==> src/rtl/ecs_pkg.sv <==
package ecs_pkg;
  localparam int ENC_W = 4;
  typedef logic [ENC_W-1:0] enc_t;

  // Redundant encodings: only the exact code counts as asserted.
  localparam enc_t MB_TRUE  = 4'h6;
  localparam enc_t MB_FALSE = 4'h9;
  localparam enc_t LC_ON    = 4'b1010;
  localparam enc_t LC_OFF   = 4'b0101;

  function automatic logic mb_is_true(enc_t v);
    return v == MB_TRUE;
  endfunction

  function automatic logic lc_is_on(enc_t v);
    return v == LC_ON;
  endfunction

  function automatic enc_t mb_from_bit(logic b);
    return b ? MB_TRUE : MB_FALSE;
  endfunction

  function automatic enc_t lc_from_bit(logic b);
    return b ? LC_ON : LC_OFF;
  endfunction
endpackage

==> src/rtl/ecs_decide.sv <==
module ecs_decide
  import ecs_pkg::*;
(
  input  logic clk_i,
  input  logic rst_i,
  input  enc_t sw_sel_i,
  input  enc_t sw_hispeed_i,
  input  enc_t dbg_en_i,
  input  enc_t lc_byp_i,
  input  enc_t scan_i,
  input  enc_t jitter_field_i,
  output enc_t all_req_o,
  output enc_t io_req_o,
  output enc_t jitter_o,
  output logic step_o
);
  logic sw_act, lc_act, ext_sel, scan_on, step_d;

  always_comb begin
    sw_act  = mb_is_true(sw_sel_i) && lc_is_on(dbg_en_i);
    lc_act  = lc_is_on(lc_byp_i);
    ext_sel = sw_act || lc_act;
    scan_on = mb_is_true(scan_i);
    // Life-cycle path always steps down; software path only at high speed.
    step_d  = ext_sel && !scan_on && (lc_act || (sw_act && mb_is_true(sw_hispeed_i)));
  end

  always_ff @(posedge clk_i) begin
    if (rst_i) begin
      all_req_o <= MB_FALSE;
      io_req_o  <= LC_OFF;
      jitter_o  <= MB_FALSE;
      step_o    <= 1'b0;
    end else begin
      all_req_o <= mb_from_bit(sw_act);
      io_req_o  <= lc_from_bit(lc_act);
      jitter_o  <= jitter_field_i;
      step_o    <= step_d;
    end
  end

  AST_ALL_REQ_NEEDS_DBG: assert property (@(posedge clk_i) disable iff (rst_i)
    !lc_is_on(dbg_en_i) |=> (all_req_o == MB_FALSE));
  AST_IO_REQ_FOLLOWS_LC: assert property (@(posedge clk_i) disable iff (rst_i)
    lc_is_on(lc_byp_i) |=> (io_req_o == LC_ON));
  AST_SCAN_BLOCKS_STEP: assert property (@(posedge clk_i) disable iff (rst_i)
    mb_is_true(scan_i) |=> !step_o);
  AST_JITTER_MIRROR: assert property (@(posedge clk_i) disable iff (rst_i)
    1'b1 |=> (jitter_o == $past(jitter_field_i)));
endmodule

==> src/rtl/ecs_div.sv <==
module ecs_div #(
  parameter int RATIO = 2
) (
  input  logic clk_i,
  input  logic rst_i,
  input  logic step_i,
  output logic clk_o
);
  localparam int SLOW = 2 * RATIO;
  localparam int CW   = $clog2(SLOW);

  logic [CW-1:0] cnt_q, cnt_d, last_cnt, half_d;
  logic          slow_q, slow_d, wrap, out_d;

  always_comb begin
    last_cnt = slow_q ? CW'(SLOW - 1) : CW'(RATIO - 1);
    wrap     = (cnt_q == last_cnt);
    if (wrap) begin
      cnt_d  = '0;
      slow_d = step_i;       // ratio is only adopted at a period boundary
    end else begin
      cnt_d  = cnt_q + 1'b1;
      slow_d = slow_q;
    end
    half_d = slow_d ? CW'(SLOW / 2) : CW'(RATIO / 2);
    out_d  = (cnt_d < half_d);
  end

  always_ff @(posedge clk_i) begin
    if (rst_i) begin
      cnt_q  <= CW'(RATIO - 1);
      slow_q <= 1'b0;
      clk_o  <= 1'b0;
    end else begin
      cnt_q  <= cnt_d;
      slow_q <= slow_d;
      clk_o  <= out_d;
    end
  end

  AST_DIV_RATIO_AT_BOUNDARY: assert property (@(posedge clk_i) disable iff (rst_i)
    (slow_q != $past(slow_q)) |-> $past(wrap));
  AST_DIV_RISE_AT_START: assert property (@(posedge clk_i) disable iff (rst_i)
    $rose(clk_o) |-> (cnt_q == '0));
endmodule

==> src/rtl/ecs_top.sv <==
module ecs_top
  import ecs_pkg::*;
#(
  parameter int NUM_DIV    = 2,
  parameter int BASE_RATIO = 2
) (
  input  logic               clk_i,
  input  logic               rst_i,
  input  logic [3:0]         sw_sel_i,
  input  logic [3:0]         sw_hispeed_i,
  input  logic [3:0]         dbg_en_i,
  input  logic [3:0]         lc_byp_i,
  input  logic [3:0]         scan_i,
  input  logic [3:0]         jitter_field_i,
  output logic [3:0]         all_byp_req_o,
  output logic [3:0]         io_byp_req_o,
  output logic [3:0]         jitter_en_o,
  output logic [NUM_DIV-1:0] clk_div_o
);
  logic step;

  ecs_decide i_decide (
    .clk_i          (clk_i),
    .rst_i          (rst_i),
    .sw_sel_i       (sw_sel_i),
    .sw_hispeed_i   (sw_hispeed_i),
    .dbg_en_i       (dbg_en_i),
    .lc_byp_i       (lc_byp_i),
    .scan_i         (scan_i),
    .jitter_field_i (jitter_field_i),
    .all_req_o      (all_byp_req_o),
    .io_req_o       (io_byp_req_o),
    .jitter_o       (jitter_en_o),
    .step_o         (step)
  );

  // Divider i runs at BASE_RATIO * 2^i nominally, doubled under step-down.
  for (genvar i = 0; i < NUM_DIV; i++) begin : g_div
    ecs_div #(.RATIO(BASE_RATIO << i)) i_div (
      .clk_i  (clk_i),
      .rst_i  (rst_i),
      .step_i (step),
      .clk_o  (clk_div_o[i])
    );
  end
endmodule

==> config.mk <==
export PLATFORM = sky130hd
export DESIGN_NAME = ecs_top
export DESIGN_NICKNAME = d
export VERILOG_FILES = /design/src/rtl/ecs_pkg.sv /design/src/rtl/ecs_decide.sv /design/src/rtl/ecs_div.sv /design/src/rtl/ecs_top.sv
export SDC_FILE = /design/constraint.sdc
export NUM_CORES = 1
export LEC_CHECK = 0
export BUFFER_PORTS_ARGS = -buffer_cell sky130_fd_sc_hd__buf_2
export CAP_MARGIN = 25
export CORE_UTILIZATION = 38
export DETAILED_ROUTE_END_ITERATION = 7
export PLACE_DENSITY = 0.72
export SYNTH_ARGS = -nofsm -noshare
export SYNTH_HDL_FRONTEND = slang
export SYNTH_HIERARCHICAL = 1
export SYNTH_SLANG_ARGS = --single-unit
==> constraint.sdc <==
create_clock -name clk_i -period 1.6 [get_ports clk_i]
set_input_delay 0.16 -clock clk_i [delete_from_list [all_inputs] [get_ports clk_i]]
set_output_delay 0.16 -clock clk_i [all_outputs]
set_load 0.02 [all_outputs]
# After elaboration in Yosys (flattened, before gate mapping)

Index checks and enable logic that the tools add are counted.

Register bits: 22
Input port bits: 26
Logic and storage cells: 38
Output and inout port bits: 14

$add $sub $neg: 2
Reduce and logical (&&, ||, !) cells: 7
Muxes and demuxes: 10
Magnitude comparators: 2
Equality and inequality tests: 7

Operators by type and width:

| cell                                                             | count |
|---|---|
| 4-bit by 3-bit == test with 1-bit output (second input constant) | 3 |
| 3-bit two-way mux                                                | 3 |
| 4-bit == test (second input constant)                            | 2 |
| 4-bit two-way mux                                                | 2 |
| 2-bit two-way mux                                                | 3 |
| 1-bit logical AND                                                | 4 |
| 3-bit by 1-bit adder with 3-bit output (second input constant)   | 1 |
| 3-bit == test                                                    | 1 |
| 3-bit < comparator                                               | 1 |
| 2-bit by 1-bit adder with 2-bit output (second input constant)   | 1 |
| 2-bit == test                                                    | 1 |
| 1-bit logical OR                                                 | 2 |
| 2-bit < comparator                                               | 1 |
| 1-bit two-way mux                                                | 2 |
| 1-bit logical NOT                                                | 1 |

# Logic depth before layout (Yosys ltp)

Depth in word-level cells: 5
Mapped depth: 5

# Modules after synthesis

The synthesis kept the hierarchy.

By module, submodules not included:

| module                    | times used | area each (µm²) | cells each | seq. area each (µm²) |
|---|---|---|---|---|
| ecs_decide                | 1          | 335.3           | 29         | 180.2 |
| ecs_div at g_div[1].i_div | 1          | 221.5           | 21         | 100.1 |
| ecs_div at g_div[0].i_div | 1          | 183.9           | 17         | 80.1 |

# Worst setup path after synthesis

OpenSTA, ideal clock, no wires.

Kind: register to register
Start point: register g_div[0].i_div.cnt_q[0]
End point: register g_div[0].i_div.clk_o
Clock period less this slack: 1.491 ns
Buffers on the path: 0
Arrival time: 1.388 ns
Setup time: 0.103 ns
Slack: 0.109 ns
Cell stages (with the launch flop): 5
Cells stage by stage: dfxtp_1 > mux2_2 > ha_1 > o211a_1 > a2111oi_2

Elaborated cells on any way between the ends: 6
Those cells by class: add/sub: 1; order compare: 1; eq/ne: 1; mux: 3

RTL lines:

| element                                                                 | line                         | text |
|---|---|---|
| from (decl)                                                             | ecs_div.sv:12                | `logic [CW-1:0] cnt_q, cnt_d, last_cnt, half_d;` |
| from (signal assigned)                                                  | ecs_div.sv:31                | `cnt_q <= CW'(RATIO - 1);` |
| from (signal assigned)                                                  | ecs_div.sv:35                | `cnt_q <= cnt_d;` |
| 2-bit by 1-bit adder with 2-bit output or 2-bit == test (tied branches) | ecs_div.sv:22, ecs_div.sv:17 |  |
| 2-bit two-way mux *                                                     | ecs_div.sv:18                | `if (wrap) begin` |
| net g_div[0].i_div.cnt_d[1]                                             | ecs_div.sv:12                |  |
| 2-bit < comparator *                                                    | ecs_div.sv:26                | `out_d = (cnt_d < half_d);` |
| to (signal assigned)                                                    | ecs_div.sv:37                | `clk_o <= out_d;` |
| to (decl)                                                               | ecs_div.sv:7                 | `output logic clk_o` |

The timed path passes the listed nets; every way through them passes the cells marked *.
A chain may end at the register's enable or synchronous reset.

# Worst setup path in the final report

Start point: register g_div[0].i_div.slow_q
End point: register g_div[0].i_div.clk_o

Elaborated cells on any way between the ends: 6
Those cells by class: order compare: 1; eq/ne: 1; mux: 4

RTL lines:

| element                     | line          | text |
|---|---|---|
| from (decl)                 | ecs_div.sv:13 | `logic slow_q, slow_d, wrap, out_d;` |
| from (signal assigned)      | ecs_div.sv:36 | `slow_q <= slow_d;` |
| 2-bit two-way mux           | ecs_div.sv:16 | `last_cnt = slow_q ? CW'(SLOW - 1) : CW'(RATIO - 1);` |
| 2-bit == test               | ecs_div.sv:17 | `wrap = (cnt_q == last_cnt);` |
| 2-bit two-way mux           | ecs_div.sv:18 |  |
| net g_div[0].i_div.cnt_d[1] | ecs_div.sv:12 |  |
| 2-bit < comparator          | ecs_div.sv:26 |  |

The timed path passes the listed nets, and every way through them passes these cells.

==> key figures <==
Status
  • Outcome: complete, no violations

Routing
  • Initial DRC count: 3
  • Post-DRT Antenna Nets: 0
  • Final WL: 1276 um
  • Post-DR vias/cell: 4.718
  • WL/cell: 9.740 um
  • DR pass1 iterations: 2
  • Via count: 618
  • Remaining DRCs: 0

STA
  • Final hold vios: 0
  • Slew @ Worst Pin: 309.4 ps
  • RSZ-0062 raised after global routing: no
  • Worst Clk Skew: 4.562 ps
  • Sum of negative setup slack: 0 ps
  • Period utilization: 91.06%
  • Final min period: 1457 ps
  • Slew HR: 79.10%
  • Max-slew violations: 0
  • # setup viols final: 0
  • Hold Slack: 49.04 ps
  • F_max: 0.6863 GHz

Min path
  • HP Class: in -> reg

Cells and area
  • Area Overhead vs Synth: 35.47%
  • # diodes: 0
  • Layout net count: 136
  • Fin cells: 131
  • Share of cells above drive strength 1: 52.83%

Synthesis
  • Primary FF master, synth: dfxtp_1
  • Largest cells by area after synthesis: dfxtp_1, and4bb_1, ha_1
  • Syn_nets: 96
  • EDFF count, synth: 0
  • Synth Register Bits: 18
  • Mapped cell area: 740.7 um2
  • Most common cell in the synthesized netlist: dfxtp_1
  • Unique masters post-synth: 27
  • Yosys Warn Count: 6
  • Share of the synthesized area in the top cell type: 48.65%
  • Mapped Avg Cell Area: 11.06 um2
  • Yosys top cell by area: dfxtp_1
  • List of most frequent post-synthesis cells: dfxtp_1, buf_4, nand2b_1, nor2b_1
  • Seq/Total Area, Yosys: 48.65%
  • Cells after Synth: 67
  • FFs w/ async S/R, synth: 0%

Critical path
  • Worst path arrival time: 1650 ps
  • Worst path cell trace: nor2b_2 -> mux2_4 -> ha_4 -> a2111oi_2
  • Largest driver fanout on the critical path: 4
  • Crit Path Class: reg -> reg
  • Crit end category: register
  • CP Launch Type: register
  • CP delay by family, top: flip-flops
  • WP data required: 1790 ps
  • R2R setup slack: 140 ps
  • Buffers & Inverters on Critical Path: 0
  • Max incr delay on CP: 350 ps
  • Slowest-stage cell, CP: dfxtp_2

Place
  • I/O Buffers: 39
  • GP Congestion: 0.6627
  • Dpl hpwl: 1014 um
  • Placed Cells incl. Taps: 127

Global route
  • Initial antenna violation count: 0
  • Vias in the first global route: 528
  • Largest net degree at the start of global routing: 18
  • Tot GR Track Use: 13.85%
  • First-pass GRT wire length: 2028 um
  • Gr ovfl total: 0

Floorplanning
  • Die height: 46.15 um
  • # IOs: 40
  • Row Count: 15
  • Die W: 46.15 um
  • Core area: 1783 um2
  • Starting Density: 41.54%
  • Die area: 2130 um2

Clock network
  • CTS Root Cell: clkbuf_4
  • Worst-path clk slew: 100 ps
  • Setup bufs post-CTS: 0
  • CTS sink cnt: 18
  • TritonCTS buffer count: 3
  • Clk_lat worst skew: 280 ps
  • CTS tree: built
  • Hold buffer count at cts: 0
  • CTS H-tree depth: 1
  • Clock Tree Buf Depth: 2

Run
  • Max-cap violations: 0

Power
  • Peak VDD IR: 0.3889 mV
  • Pwr per Cell Area: 912.9 nW/um2
  • Pleak: 0.4832 nW
==> power breakdown <==
part / leakage (nW) / switching, mW / total (mW) / internal (mW)
sequential: 0.148 / 0.0124 / 0.488 / 0.476
clock: 0.0210 / 0.133 / 0.272 / 0.138
combinational: 0.314 / 0.0726 / 0.156 / 0.0832
==> sequential cells by signal (all words and copies together) (netlist names) <==
signal,flops
i_decide/step_o,1
i_decide/jitter_o,4
i_decide/all_req_o,2
g_div.i_div/slow_q,2
g_div.i_div/cnt_q,5
g_div.i_div/clk_o,2
i_decide/io_req_o,2
==> cell type report <==
type / count / area, um2
Sequential cell: 18 / 362.8
Clock buffer: 4 / 36.28
Inverter: 3 / 11.26
Timing Repair Buffer: 39 / 195.2
Fill cell: 158 / 779.5
Multi-Input combinational cell: 42 / 366.6
Tap cell: 25 / 31.28
==> layout by cell type (no fill, tap or decap), types with 2 or more instances in the layout <==
cell	instances
clkbuf_4	3
buf_2	39
or2_2	3
inv_1	3
ha_1	2
or2_1	3
a21oi_1	2
nor2b_1	4
nor2_1	3
dfxtp_1	16
a211oi_2	2
nand2b_1	4
dfxtp_2	2
and4bb_1	3
==> metrics by stage <==
step	setup slack (ps)	power, mW	utilization (%)	cell area [um2]
after floorplan	109.0	0.5905	-	740.7
final	143.0	0.9160	56.28	1003
after global routing	52.36	0.9643	56.28	1003
after CTS	34.34	0.9245	55.37	987.2
after global placement	75.30	0.6442	52.56	937.1
after detailed placement	8.581	0.6491	52.56	937.1
==> routing by layer <==
metal  routed length (um)  vias to the layer above  global-route usage (%)  part of all wire [%]
met5                    0                        -                       0                     0
met4                   20                        0                   8.824                   1.6
met3                   94                        2                   2.353                   7.4
met2                  674                       27                   25.63                    53
met1                  486                      281                   14.05                    38
li1                     -                      308                       -                     -
==> repair_timing <==
| action | 4_1_cts | 5_1_grt |
|---|---|---|
| setup endpoints to repair | 1 | 2 |
| resized for setup | 2 | 4 |
| endpoints found under the hold margin | 0 | 0 |
| pin swaps | 0 | 1 |
==> path summary, 6_finish.rpt <==
path | start | endpoint | cells after the start
setup / recovery | g_div[0].i_div/slow_q$_SDFF_PP0_ | g_div[0].i_div/clk_o$_SDFF_PP0_ | 4
hold / removal | jitter_field_i[0] | i_decide/jitter_o[0]$_SDFF_PP1_ | 2
setup reg to reg | g_div[0].i_div/slow_q$_SDFF_PP0_ | g_div[0].i_div/clk_o$_SDFF_PP0_ | 4
hold reg to reg | g_div[0].i_div/cnt_q[0]$_SDFF_PP1_ | g_div[0].i_div/cnt_q[0]$_SDFF_PP1_ | 1
==> worst reg2reg max path: stages, from the launching register on <==
cell and delay [ps]:
dfxtp_2 350, nor2b_2 150, mux2_4 280, ha_4 250, a2111oi_2 330
==> logic make-up after synthesis <==
family	count (synthesis)	share of synthesized area, %
simple gates	26	24.66
xor+xnor	1	1.183
flops	18	48.65
compound gates	11	13.34
fa+ha+maj	3	5.068
mux	1	1.520
buf+inv	7	5.574
Note: power is estimated with default switching activity, not from simulation.
